<file path="src/rtl/alu_shared_pkg.sv">
package alu_shared_pkg;

  typedef enum logic [3:0] {
    OP_ADD  = 4'd0,
    OP_SUB  = 4'd1,
    OP_SLT  = 4'd2,
    OP_SLTU = 4'd3,
    OP_SLL  = 4'd4,
    OP_SRL  = 4'd5,
    OP_SRA  = 4'd6,
    OP_AND  = 4'd7,
    OP_OR   = 4'd8,
    OP_XOR  = 4'd9,
    OP_NOR  = 4'd10
  } alu_op_e;

  typedef enum logic [1:0] {
    LU_AND = 2'd0,
    LU_OR  = 2'd1,
    LU_XOR = 2'd2,
    LU_NOR = 2'd3
  } lu_fn_e;

endpackage

</file>
<file path="src/rtl/alu_adder.sv">
module alu_adder #(
  parameter int W = 32
) (
  input  logic [W-1:0] add_x,
  input  logic [W-1:0] add_y,
  input  logic         add_cin,
  output logic [W-1:0] add_sum,
  output logic         add_cout,
  output logic         add_ovf
);
  localparam int WX = W + 1;

  logic [WX-1:0] full;

  always_comb begin
    full     = {1'b0, add_x} + {1'b0, add_y} + {{W{1'b0}}, add_cin};
    add_sum  = full[W-1:0];
    add_cout = full[W];
    add_ovf  = (add_x[W-1] == add_y[W-1]) && (full[W-1] != add_x[W-1]);
  end
endmodule

</file>
<file path="src/rtl/alu_shifter.sv">
module alu_shifter #(
  parameter int W  = 32,
  parameter int SW = $clog2(W)
) (
  input  logic [W-1:0]  sh_in,
  input  logic [SW-1:0] sh_amt,
  input  logic          sh_left,
  input  logic          sh_fill,
  output logic [W-1:0]  sh_out
);
  localparam int WX = W + 1;

  logic [W-1:0]         in_rev;
  logic [W-1:0]         core_in;
  logic signed [WX-1:0] ext;
  logic signed [WX-1:0] shifted;
  logic [W-1:0]         core_out;
  logic [W-1:0]         out_rev;

  genvar gi;
  generate
    for (gi = 0; gi < W; gi++) begin : g_rev
      assign in_rev[gi]  = sh_in[W-1-gi];
      assign out_rev[gi] = core_out[W-1-gi];
    end
  endgenerate

  always_comb begin
    core_in  = sh_left ? in_rev : sh_in;
    ext      = $signed({sh_fill, core_in});
    shifted  = ext >>> sh_amt;
    core_out = shifted[W-1:0];
    sh_out   = sh_left ? out_rev : core_out;
  end
endmodule

</file>
<file path="src/rtl/alu_logic.sv">
module alu_logic
  import alu_shared_pkg::*;
#(
  parameter int W = 32
) (
  input  logic [W-1:0] lu_a,
  input  logic [W-1:0] lu_b,
  input  lu_fn_e       lu_fn,
  output logic [W-1:0] lu_out
);
  always_comb begin
    unique case (lu_fn)
      LU_AND:  lu_out = lu_a & lu_b;
      LU_OR:   lu_out = lu_a | lu_b;
      LU_XOR:  lu_out = lu_a ^ lu_b;
      default: lu_out = ~(lu_a | lu_b);
    endcase
  end
endmodule

</file>
<file path="src/rtl/alu_shared.sv">
module alu_shared
  import alu_shared_pkg::*;
#(
  parameter int W  = 32,
  parameter int SW = $clog2(W)
) (
  input  logic         clk,
  input  logic         rst,
  input  logic [W-1:0] opnd_a,
  input  logic [W-1:0] opnd_b,
  input  logic [3:0]   op_code,
  input  logic         cmp_swap,
  output logic [W-1:0] alu_out
);
  alu_op_e       op;
  logic          is_cmp;
  logic [W-1:0]  add_y;
  logic          add_cin;
  logic [W-1:0]  add_sum;
  logic          add_cout;
  logic          add_ovf;
  logic          lt_u;
  logic          lt_s;
  logic [W-1:0]  cmp_word;
  logic          sh_left;
  logic          sh_fill;
  logic [W-1:0]  sh_out;
  lu_fn_e        lu_fn;
  logic [W-1:0]  lu_out;
  logic [W-1:0]  nxt;

  always_comb begin
    op      = alu_op_e'(op_code);
    is_cmp  = (op == OP_SLT) || (op == OP_SLTU);
    add_y   = (op == OP_ADD) ? opnd_b : ~opnd_b;
    add_cin = (op == OP_SUB) || (is_cmp && !cmp_swap);
    // register form: a + ~b + 1, no carry means a < b
    // swapped form:  a + ~b + 0, carry means imm > reg
    lt_u    = cmp_swap ? add_cout : ~add_cout;
    lt_s    = cmp_swap ? ~(add_sum[W-1] ^ add_ovf) : (add_sum[W-1] ^ add_ovf);
    cmp_word = {{(W-1){1'b0}}, (op == OP_SLT) ? lt_s : lt_u};
    sh_left = (op == OP_SLL);
    sh_fill = (op == OP_SRA) ? opnd_a[W-1] : 1'b0;
    unique case (op)
      OP_OR:   lu_fn = LU_OR;
      OP_XOR:  lu_fn = LU_XOR;
      OP_NOR:  lu_fn = LU_NOR;
      default: lu_fn = LU_AND;
    endcase
  end

  alu_adder #(.W(W)) u_adder (
    .add_x   (opnd_a),
    .add_y   (add_y),
    .add_cin (add_cin),
    .add_sum (add_sum),
    .add_cout(add_cout),
    .add_ovf (add_ovf)
  );

  alu_shifter #(.W(W), .SW(SW)) u_shifter (
    .sh_in  (opnd_a),
    .sh_amt (opnd_b[SW-1:0]),
    .sh_left(sh_left),
    .sh_fill(sh_fill),
    .sh_out (sh_out)
  );

  alu_logic #(.W(W)) u_logic (
    .lu_a  (opnd_a),
    .lu_b  (opnd_b),
    .lu_fn (lu_fn),
    .lu_out(lu_out)
  );

  always_comb begin
    case (op)
      OP_ADD, OP_SUB:                  nxt = add_sum;
      OP_SLT, OP_SLTU:                 nxt = cmp_word;
      OP_SLL, OP_SRL, OP_SRA:          nxt = sh_out;
      OP_AND, OP_OR, OP_XOR, OP_NOR:   nxt = lu_out;
      default:                         nxt = '0;
    endcase
  end

  always_ff @(posedge clk) begin
    if (rst) alu_out <= '0;
    else     alu_out <= nxt;
  end

  // reset clears the result register
  assert_reset_clear_R1: assert property (@(posedge clk) rst |=> alu_out == '0);

  assert_add_R2: assert property (@(posedge clk) disable iff (rst)
    (!$past(rst) && $past(op_code) == 4'd0) |-> alu_out == $past(opnd_a + opnd_b));

  assert_sub_R3: assert property (@(posedge clk) disable iff (rst)
    (!$past(rst) && $past(op_code) == 4'd1) |-> alu_out == $past(opnd_a - opnd_b));

  // compare results are one bit wide
  assert_cmp_bool_R4: assert property (@(posedge clk) disable iff (rst)
    (!$past(rst) && ($past(op_code) == 4'd2 || $past(op_code) == 4'd3))
      |-> alu_out[W-1:1] == '0);

  assert_sltu_swap_R5: assert property (@(posedge clk) disable iff (rst)
    (!$past(rst) && $past(op_code) == 4'd3 && $past(cmp_swap))
      |-> alu_out[0] == $past(opnd_b < opnd_a));

  assert_sra_zero_R8: assert property (@(posedge clk) disable iff (rst)
    (!$past(rst) && $past(op_code) == 4'd6 && $past(opnd_b[SW-1:0]) == '0)
      |-> alu_out == $past(opnd_a));

  assert_nor_R9: assert property (@(posedge clk) disable iff (rst)
    (!$past(rst) && $past(op_code) == 4'd10) |-> alu_out == ~$past(opnd_a | opnd_b));

  assert_unused_R11: assert property (@(posedge clk) disable iff (rst)
    (!$past(rst) && $past(op_code) > 4'd10) |-> alu_out == '0);
endmodule

</file>
<file path="config.mk">
export PLATFORM = sky130hd
export DESIGN_NAME = alu_shared
export DESIGN_NICKNAME = d
export VERILOG_FILES = /design/src/rtl/alu_shared_pkg.sv /design/src/rtl/alu_adder.sv /design/src/rtl/alu_shifter.sv /design/src/rtl/alu_logic.sv /design/src/rtl/alu_shared.sv
export SDC_FILE = /design/constraint.sdc
export NUM_CORES = 1
export LEC_CHECK = 0
export BUFFER_PORTS_ARGS = -buffer_cell sky130_fd_sc_hd__buf_2
export CAP_MARGIN = 20
export CORE_UTILIZATION = 30
export CTS_BUF_LIST = sky130_fd_sc_hd__clkbuf_16
export DETAILED_ROUTE_END_ITERATION = 6
export PLACE_DENSITY = 0.59
export SKIP_CTS_REPAIR_TIMING = 1
export SLEW_MARGIN = 20
export SYNTH_ARGS = -nofsm -noshare
export SYNTH_HDL_FRONTEND = slang
export SYNTH_SLANG_ARGS = --single-unit
</file>
<file path="constraint.sdc">
create_clock -name clk -period 11.3 [get_ports clk]
set_clock_uncertainty 0.2 [all_clocks]
set_input_delay 1.13 -clock clk [delete_from_list [all_inputs] [get_ports clk]]
set_output_delay 1.13 -clock clk [all_outputs]
set_load 0.005 [all_outputs]
</file>
; ---- Word-level counts from Yosys, hierarchy flattened
; Cells that the tools add are included.
[word_totals]
reg_bits = 32
wordCells = 47
in_bits = 71
output_inout_bits = 32
[op_classes]
eq_ne = 14
reduce_logical = 11
bitwise = 8
shifts = 1
n_addsub = 2
mux = 10
[ops]
columns = cell, count
row1 = case mux 32 bit (4 select lines), 1
row2 = two-way mux 32 bit, 3
row3 = case mux 32 bit (3 select lines), 1
row4 = inverter 32 bit, 2
row5 = adder 32 x 32 -> 33 bit, 1
row6 = adder 33 x 1 -> 33 bit, 1
row7 = >>> shifter 33 x 5 -> 32 bit, 1
row8 = bitwise AND 32 bit, 1
row9 = bitwise OR 32 bit, 1
row10 = bitwise XOR 32 bit, 1
row11 = == test 4 x 3 -> 1 bit (second input constant), 4
row12 = == test 4 bit (second input constant), 3
row13 = == test 4 x 2 -> 1 bit (second input constant), 2
row14 = case mux 2 bit (3 select lines), 1
row15 = == test 4 x 1 -> 1 bit (second input constant), 1
row16 = logical NOT 4 bit, 1
row17 = two-way mux 1 bit, 4
row18 = OR reduction 2 bit, 2
row19 = OR reduction 4 bit, 1
row20 = OR reduction 3 bit, 1
row21 = == test 2 x 1 -> 1 bit (second input constant), 1
row22 = == test 2 bit (second input constant), 1
row23 = logical AND 1 bit, 2
row24 = logical NOT 2 bit, 1
row25 = 6 further kinds, 8

; ---- Depth between registers and ports, before layout
; Gate-level depths: netlist of the first run.
[depth]
depth_word = 12
depth_mapped = 16

; ---- By module
; A second synthesis of the first run with hierarchy kept.
[unflattened]
cells_unflattened = 1280
hier_area_um2 = 9829.4
[by_module_without_submodules]
columns = module, area_per_inst_um2, seq_area_each_um2, n_inst, cells_per_inst
row1 = alu_shifter, 3611.0, 0.0, 1, 471
row2 = alu_logic, 2265.9, 0.0, 1, 306
row3 = alu_shared, 2265.9, 640.6, 1, 275
row4 = alu_adder, 1686.6, 0.0, 1, 228

; ---- Worst setup path before layout of the first run
; Ideal clock, no wire load.
[synth_path]
path_type = input port to flip-flop
startpoint = input port op_code[0]
endpoint = register alu_out[0]
cell_stages = 16
n_path_buf = 3
required_time_ns = 10.984
path_slack_ns = 5.456
arrival_ns = 5.529
cell_sequence = clkbuf_1 > clkbuf_1 > nor4_1 > clkbuf_1 > xnor2_1 > fa_1 > inv_1 > fa_1 > a21o_1 > a221oi_1 > a211oi_1 > a2bb2oi_1 > o21a_1 > or4b_2 > o311a_1 > a31o_1
[synth_via]
elab_chain_len = 12
elab_cells_between_ends = 40
[synth_rtl]
columns = item, line_no
row1 = from (decl), alu_shared.sv:11  ; input logic [3:0] op_code,
row2 = branches (longest 11 deep; another with adder 32 x 32 -> 33 bit), n/a
row3 = case mux 32 bit (4 select lines) *, alu_shared.sv:77  ; case (op)
row4 = to (signal assigned), alu_shared.sv:88  ; else alu_out <= nxt;
row5 = to (decl), alu_shared.sv:13  ; output logic [W-1:0] alu_out
; Mark *: on every way between the ends.
; A chain may end at the register's enable or synchronous reset.

; ---- Worst setup path after layout of the first run
; Ends and elaborated chain as after synthesis.

==> summary.md, run 1 <==
| Metric | Value |
|---|---|
| Vias in the first global route | slightly above 8,000 |
| DRT antenna net count | 0 |
| Slew margin rel. | 35.70% |
| Worst slew pin tran | 0.9588 ns |
| Synth Flop Type | dfxtp_1 |
| DRC errors left | 9 |
| I/O pins | slightly above 100 |
| Met1 wire length | 14,410 um |
| Net Sw Frac | 46.34% |
| Post-synth EDFFs | 0 |
| First-pass GRT wire length | 50,170 um |
| Buf/Inv on CP | 3 |
| Num rows | 59 |
| Die W | 165.8 um |
| Status | finished, violations left |
| Port-buffer cells | 102 |
| Pre-Repair DR Iteration Count | 7 |
| Vias per cell | roughly 6 |
| Tmin final | 5.761 ns |
| Initial core utilization | 30.70% |
| Pin count of the biggest net entering global routing | 74 |
| Core area | 26,210 sq um |
| Final worst setup slack | between 5 and 6 ns |
| Post-synthesis register bit count | 32 |
| Total wire length | 33,060 um |
| Tot GR Track Use | 23.57% |
| Top layer in use | met4 |
| Die height | 165.8 um |
| GPL Wtd Cong | about 0.97 |
| Leak | 3.996 nW |
| Mapped Nets | 1,219 |
| Slew Limit Fails | 0 |
| CP Launch Type | primary input |
| Gate power share | 62.5% |
| WP data required | 11.27 ns |
| WHS Path Cells | 5 |
| Area Overhead vs Synth | 11.65% |
| Antenna violations before repair | 0 |
| CP arrival | 5.73 ns |
| Sequential power share | between 15 and 20% |
| Htree depth | 2 |
| Top reg by flops | alu_out |
| Crit-path max cell delay | approximately 0.80 ns |
| Share of flip-flops with an asynchronous set or reset | 0% |
| Worst Path Max Fanout | 73 |
| Worst path top cell family by delay | compound AO/OA/AOI/OAI gates |
| Max Root-Sink Buffers | 2 |
| Routed met3 length | 2730 um |
| CP startpoint | op_code[0] |
| P_int | 0.3624 mW |
| # diodes | 0 |
| RSZ-0062 raised after global routing | no |
| CTS tree | done |
| CP max stage cell | a211oi_1 |
| Max FFs per register | 32 |
| Crit path kind | in -> reg |
| Largest registers | alu_out: 32 flops |
| Area after DPL | around 8800 sq um |
| Netlist cell types | 69 |
| Most frequent cells in the layout | inv_1 (102), buf_2 (101), a21oi_1 (95), ha_1 (95), nand2_1 (75) |
| Finished Layout Cells | 1,440 |
| Min-Delay Path Class | in -> reg |
| Fin. Hold Viols | 0 |
| Final TNS setup | 0 ns |
| Iter 0 DRT Violations | about 1,100 |
| Failing checks | design-rule violations |
| Sequential fraction of the synthesis area | 7.961% |
| Clk root buf | clkbuf_16 |
| WL met2 | 14,570 um |
| Upper clock frequency limit | 173.6 MHz |
| Pre-CTS setup slack | 5.298 ns |
| TritonCTS Buffers | 5 |
| Layout cells sized above 1 | between 15 and 20% |
| Final setup viols | 0 |
| Clk network pwr share | 19.3% |
| Most common cell after layout, fill and taps aside | inv_1 |
| Grt total ovfl | 0 |
| Max VDD drop | roughly 40 uV |
| NumNets Final | 1,272 |
| Synthesized area per cell | 7.656 sq um |
| Mapped cell area | 8046 sq um |
| Wirelength per Cell | ~23 um |
| Fin area | approximately 9000 sq um |
| Clk sinks | 32 |
| Worst Setup End Kind | flop |
| Max-cap violations | 0 |
| Sw Pwr | around 0.31 mW |
| Warning count from the yosys run | 0 |
| Post-DP HPWL | 26,300 um |
| Reg clk slew, reported paths | 0.06 ns |
| Pwr/cell area | 75.18 nW/um^2 |
| Critical path depth | 14 |
| Total number of vias | 8,737 |
| Worst path cell trace | buf_4, buf_4, o211ai_1, fa_1, inv_1, fa_1, a21o_1, a221oi_1, a211oi_1, a2bb2oi_1, o21a_1, or4b_2, o311a_1, a31o_1 |
| Total die area | 27,480 sq um |
| Tcrit/Tclk final | between 50% and 60% |
| Util after Layout | 34.28% |
| Worst Setup EP | alu_out[0] |
| Cell count after placement | 1,432 |
| Synth Instances | 1,051 |
==> power by group through the flow <==
stage                     Clock [mW]  Sequential, mW  Combinational (mW)
after floorplan                    0           0.126               0.273
after global placement             0           0.126               0.410
after detailed placement           0           0.126               0.410
after CTS                      0.133           0.123               0.411
after global routing           0.137           0.124               0.455
final                          0.130           0.123               0.422
==> synth_stat cells, drive strengths merged, types with 8 or more instances <==
library cell	n	area share, %
o211ai	8	0.75
nor3	26	1.6
clkbuf	48	2.2
a21oi	95	5.9
nand3	11	0.68
nor2	62	2.9
nor2b	10	0.78
and2	8	0.62
a221oi	27	3.0
nand2	75	3.5
dfxtp	32	8.0
buf	24	1.4
a211oi	16	1.5
o221ai	8	0.87
xnor2	43	4.7
mux2i	69	8.6
o21ai	57	3.5
ha	95	15
nand2b	21	1.6
mux4	41	11
a31oi	10	0.78
a21o	14	1.3
o22ai	24	1.9
xor2	12	1.3
o31ai	15	1.4
inv	103	4.8
==> metal layers <==
metal / vias to the layer above / GRT usage, %
li1: 3991 / -
met1: 4175 / 32.46
met2: 493 / 36.97
met3: 78 / 3.051
met4: 0 / 9.996
met5: - / 0
==> cell type report <==
cell class | count | area [sq um]
tap | 335 | 419.2
clock inverter | 3 | 18.77
multi-input combinational | 843 | 6756
fill | 2793 | 17220
inverter | 104 | 390.4
sequential | 32 | 640.6
timing repair buffer | 118 | 633.1
clock buffer | 5 | 125.1
==> through the flow <==
step | hold WS (ns) | power (mW)
after floorplan | 1.214 | 0.3990
after global placement | 1.305 | 0.5362
after detailed placement | 1.313 | 0.5355
after CTS | 1.158 | 0.6677
after global routing | 1.187 | 0.7151
final | 1.168 | 0.6753
==> logic make-up after synthesis <==
| group | after synthesis | synth area share [%] |
|---|---|---|
| buf+inv | 176 | 8.475 |
| compound gates | 331 | 27.09 |
| flops | 32 | 7.961 |
| mux | 115 | 20.76 |
| fa+ha+maj | 97 | 15.27 |
| xor+xnor | 55 | 5.987 |
| simple gates | 245 | 14.46 |
==> worst min-delay path by stage <==
stage,slack (ns),to,startpoint
finish,1.17,alu_out[0],cmp_swap
global route,1.19,alu_out[5],rst
CTS,1.16,alu_out[5],rst
detailed placement,1.31,alu_out[9],alu_out[9]
global placement,1.30,alu_out[22],alu_out[22]
floorplan,1.21,alu_out[0],alu_out[0]
Note: power is estimated with default switching activity, not from simulation.
==> run 2: changes to the inputs <==
clock period = 5.5 ns   (was 11.3 ns; I/O delays follow)
==> run 2 against run 1 <==
The run still ends with design-rule violations left. Die area unchanged. Routed wire length rose by 2.5%. Final cell count is 0.83% higher. Sequential share of layout area decreased by 0.064 points. Clock power grew 110%. Setup slack lost 4.4 ns. Power rose by 110%. Worst hold slack got worse by 0.55 ns. First-iteration DRC count fell by 17%. Critical path depth down 1. Non-clock buffer count rose by 12. Final area rose by 0.91%. Largest cell class unchanged.
==> summary.md, run 2 (synthesis results as in run 1) <==
| Metric | Value |
|---|---|
| DRC errors left | 9 |
| Finished Layout Cells | 1,452 |
| Total wire length | 33,890 um |
| Upper clock frequency limit | 228.5 MHz |
| WP data required | 5.47 ns |
| CP arrival | 4.34 ns |
| Htree depth | 2 |
| NumNets Final | 1,284 |
| FILL cells | between 2,000 and 3,000 |
| Antenna violations before repair | 0 |
| I/O pins | just over 100 |
| Worst Setup End Kind | flop |
| Crit-path max cell delay | 0.63 ns |
| Failing checks | design-rule violations |
| CTS tree | done |
| DRT antenna net count | 0 |
| RSZ-0062 raised after global routing | no |
| Util after Layout | 34.59% |
| CP Launch Type | primary input |
| Final setup viols | 0 |
| Core area | 26,210 sq um |
| Pre-CTS setup slack | just over 0.8 ns |
| Initial core utilization | 30.70% |
| Reg clk slew, reported paths | about 0.060 ns |
| # diodes | 0 |
| Status | finished, violations left |
| Grt total ovfl | 0 |
| Final worst setup slack | 1.124 ns |
| Buf/Inv on CP | 2 |
| Post-DP HPWL | 27,080 um |
| Iter 0 DRT Violations | 903 |
| Largest registers | alu_out: 32 flops |
| TritonCTS Buffers | 5 |
| Max FFs per register | 32 |
| Fin. Hold Viols | 0 |
| CP startpoint | op_code[1] |
| Register area | 640.6 sq um |
| Cell count after placement | 1,444 |
| First-pass GRT wire length | 50,870 um |
| GPL Wtd Cong | 0.9820 |
| Max Root-Sink Buffers | 2 |
| Total die area | approximately 27,000 sq um |
| Worst slew pin tran | between 1 and 1.5 ns |
| Max VDD drop | ~110 uV |
| Max-cap violations | 0 |
| Area Overhead vs Synth | 12.66% |
| Pre-Repair DR Iteration Count | 7 |
| Min-Delay Path Class | in -> reg |
| Num rows | 59 |
| Multi-input logic area | 6748 sq um |
| Worst path cell trace | buf_2, nor4_2, buf_4, xnor2_1, ha_1, nand2_1, o31a_1, a211oi_1, a2bb2oi_1, o21a_1, or4b_2, o311a_1, a31o_1 |
| Pwr/cell area | approximately 160 nW/um^2 |
| Slew Limit Fails | 0 |
| Vias per cell | between 6 and 7 |
| Final TNS setup | 0 ns |
| Die height | between 150 and 200 um |
| Leak | 4.051 nW |
| Most frequent cells in the layout | inv_1 (102), buf_2 (101), a21oi_1 (95), ha_1 (95), nand2_1 (75) |
| Most common cell after layout, fill and taps aside | inv_1 |
| Slew margin rel. | 31.78% |
| Clk root buf | clkbuf_16 |
| Wirelength per Cell | 23.34 um |
| Crit path kind | in -> reg |
| Port-buffer cells | 102 |
| Pin count of the biggest net entering global routing | 77 |
| Top reg by flops | alu_out |
| Worst path top cell family by delay | compound AO/OA/AOI/OAI gates |
| Tmin final | 4.376 ns |
| Tot GR Track Use | 23.97% |
| Die W | around 170 um |
| Total number of vias | 8,738 |
| Layout cells sized above 1 | 17.73% |
| Worst Path Max Fanout | 18 |
| CP max stage cell | or4b_2 |
| Clk sinks | 32 |
| Vias in the first global route | 8,212 |
| Hold path startpoint | cmp_swap |
| Tcrit/Tclk final | 79.57% |
run 2: changes by cell type in the layout (fill, tap and decap cells not counted):
cell	change
buf_4	+12
nor3_1	+1
nor3_2	-1
o21bai_1	+1
o21bai_2	-1
run 2: worst paths after layout:
check                   endpoint  slack [ns]  cells past startpoint
worst max-delay path  alu_out[0]        1.12                     13
worst min-delay path  alu_out[0]        0.62                      5
run 2: metrics by stage:
stage / total power, mW / hold WS, ns / cell area (sq um)
detailed placement: 1.108 / 0.7347 / 8921
finish: 1.406 / 0.6181 / 9065
floorplan: 0.8198 / 0.6342 / 8046
global placement: 1.107 / 0.7288 / 8921
CTS: 1.389 / 0.6016 / 9065
global route: 1.490 / 0.6511 / 9065
run 2: tightest hold or removal path, delay by kind of cell:
family                 cells  cell delay, ns
buffers and inverters      1            0.16
AOI/OAI and AO/OA          2            0.21
and+or+nand+nor            2            0.13
run 2: cell type report:
cell class,count,area share [%]
Clock buffer,5,1.380
Clock inverter,3,0.2070
Inverter,104,4.306
Multi-Input combinational cell,843,74.44
Sequential cell,32,7.067
Tap cell,335,4.624
Timing Repair Buffer,130,7.978
run 2: layer usage:
layer | global-route usage, % | up-vias | share of wire (%)
met1 | 32.33 | 4172 | 43
li1 | - | 4014 | -
met4 | 8.086 | 0 | 3.4
met2 | 37.36 | 496 | 43
met5 | 0 | - | 0
met3 | 5.720 | 56 | 9.8
run 2: power breakdown:
part | internal, mW | leakage [nW] | switching, mW | total (mW)
clock network | 0.167 | 0.0736 | 0.112 | 0.279
registers | 0.248 | 0.262 | 0.00735 | 0.255
logic | 0.336 | 3.72 | 0.536 | 0.872
==> run 3: changes to the inputs <==
clock period = 4.1 ns   (was 5.5 ns; I/O delays follow)
==> run 3 against run 2 <==
The flow still finishes with violations (design-rule violations). Critical path depth is 3 higher. Sequential cell count unchanged. Clock power rose by 59%. Count of clock-buffer cells in the layout did not move. Core utilization is 2.6 points higher. Final area is 7.5% higher. Non-clock buffer count up 80. Critical endpoint is now alu_out[27].
==> summary.md, run 3 (synthesis results as in run 1) <==
| Metric | Value |
|---|---|
| Most common cell on crit path | buf_4 |
| WP data required | 4.03 ns |
| Pre-CTS setup slack | a little under 0.02 ns |
| Leak | 4.455 nW |
| Final setup viols | 0 |
| Worst Setup End Kind | flop |
| CP arrival | 3.78 ns |
| Register area | 640.6 sq um |
| Pre-Repair DR Iteration Count | 7 |
| Most frequent cells in the layout | buf_4 (109), inv_1 (101), buf_2 (101) |
| Grt total ovfl | 0 |
| Slew margin rel. | 46.32% |
| CP Launch Type | primary input |
| Max FFs per register | 32 |
| Num rows | 59 |
| Layout cells sized above 1 | 23.81% |
| Top reg by flops | alu_out |
| Upper clock frequency limit | around 260 MHz |
| Vias in the first global route | about 8,600 |
| NumNets Final | approximately 1,400 |
| Largest registers | alu_out: 32 flops |
| Tcrit/Tclk final | 93.78% |
| Die height | approximately 170 um |
| Die W | roughly 170 um |
| DRC errors left | 8 |
| Max-cap violations | 0 |
| Core area | 26,210 sq um |
| Pin count of the biggest net entering global routing | 63 |
| Final worst setup slack | 0.2552 ns |
| Clk sinks | 32 |
| Max VDD drop | ~140 uV |
| Iter 0 DRT Violations | 895 |
| Worst path top cell family by delay | compound AO/OA/AOI/OAI gates |
| Fin. Hold Viols | 0 |
| Crit-path max cell delay | 0.53 ns |
| Post-DP HPWL | 27,590 um |
| CP max stage cell | a211oi_1 |
| GPL Wtd Cong | 0.9948 |
| I/O pins | about 100 |
| Slew Limit Fails | 0 |
| Most common cell after layout, fill and taps aside | buf_4 |
| Max Root-Sink Buffers | 2 |
| Reg clk slew, reported paths | approximately 0.070 ns |
| First-pass GRT wire length | 51,630 um |
| Clk root buf | clkbuf_16 |
| Worst slew pin tran | 0.7968 ns |
| Tot GR Track Use | 24.30% |
| Final TNS setup | 0 ns |
| Multi-input logic area | a little under 7000 sq um |
| Initial core utilization | 30.70% |
| CTS tree | done |
| Tmin final | 3.845 ns |
| Buf/Inv on CP | 5 |
| Port-buffer cells | a little over 100 |
| Total wire length | 33,960 um |
| Status | finished, violations left |
| Vias per cell | 5.904 |
| Pwr/cell area | ~210 nW/um^2 |
| TritonCTS Buffers | 5 |
| RSZ-0062 raised after global routing | no |
| Crit path kind | in -> reg |
| Total number of vias | 9,051 |
| Wirelength per Cell | between 20 and 25 um |
| Area Overhead vs Synth | 21.12% |
| Total die area | 27,480 sq um |
| Worst Path Max Fanout | 10 |
| DRT antenna net count | 0 |
| FILL cells | around 2,800 |
| Antenna violations before repair | 1 |
| Htree depth | 2 |
| Worst path cell trace | buf_2, nor4_4, buf_4, buf_4, xnor2_1, ha_1, buf_4, o211ai_1, a21oi_1, o21ai_0, buf_4, a21oi_1, o31a_1, a211oi_1, or4_1, a31oi_1 |
| Failing checks | design-rule violations |
| Min-Delay Path Class | in -> reg |
## run 3: cell types whose count changed in the layout (fill, tap and decap cells not counted), sizes merged
cell and change:
diode +1, buf +80, clkinv -2, bufinv +1, clkinvlp +1
## run 3: tightest hold or removal path: cells and delay by family
| kind | cells | cell delay (ns) |
|---|---|---|
| AOI/OAI and AO/OA | 2 | 0.17 |
| buffers and inverters | 2 | 0.32 |
## run 3: through the flow
step | util (%) | std cells | total power [mW] | instance area, sq um | hold WS (ns)
final | 37.19 | 1533 | 2.077 | 9746 | 0.4693
after global placement | 36.54 | 1524 | 1.604 | 9575 | 0.5876
after detailed placement | 36.54 | 1524 | 1.608 | 9575 | 0.5869
after global routing | 37.18 | 1532 | 2.198 | 9743 | 0.4596
after floorplan | - | 1051 | 1.116 | 8177 | 0.4942
after CTS | 37.18 | 1532 | 2.051 | 9743 | 0.4392
## run 3: area by class of cell
| cell class | count | area share, % |
|---|---|---|
| inverter | 104 | 4.006 |
| multi-input combinational | 843 | 69.79 |
| clock inverter | 3 | 0.4365 |
| antenna | 1 | 0.02568 |
| clock buffer | 5 | 1.284 |
| tap | 335 | 4.301 |
| timing repair buffer | 210 | 13.58 |
| sequential | 32 | 6.573 |
## run 3: final timing paths
check	from	to	depth (start not counted)
max	op_code[1]	alu_out[27]	16
min	rst	alu_out[16]	4
## run 3: report_power, final
part,total [mW],switching (mW),internal (mW)
logic,1.29,0.748,0.545
clock network,0.443,0.157,0.286
registers,0.341,0.00782,0.333
## run 3: routing by layer
layer  wire length (um)  GRT usage (%)  part of all wire, %
met4               1230          9.793                  3.6
met3               3331          5.124                  9.8
met2              15020          37.66                   44
met1              14380          32.82                   42
met5                  0              0                    0
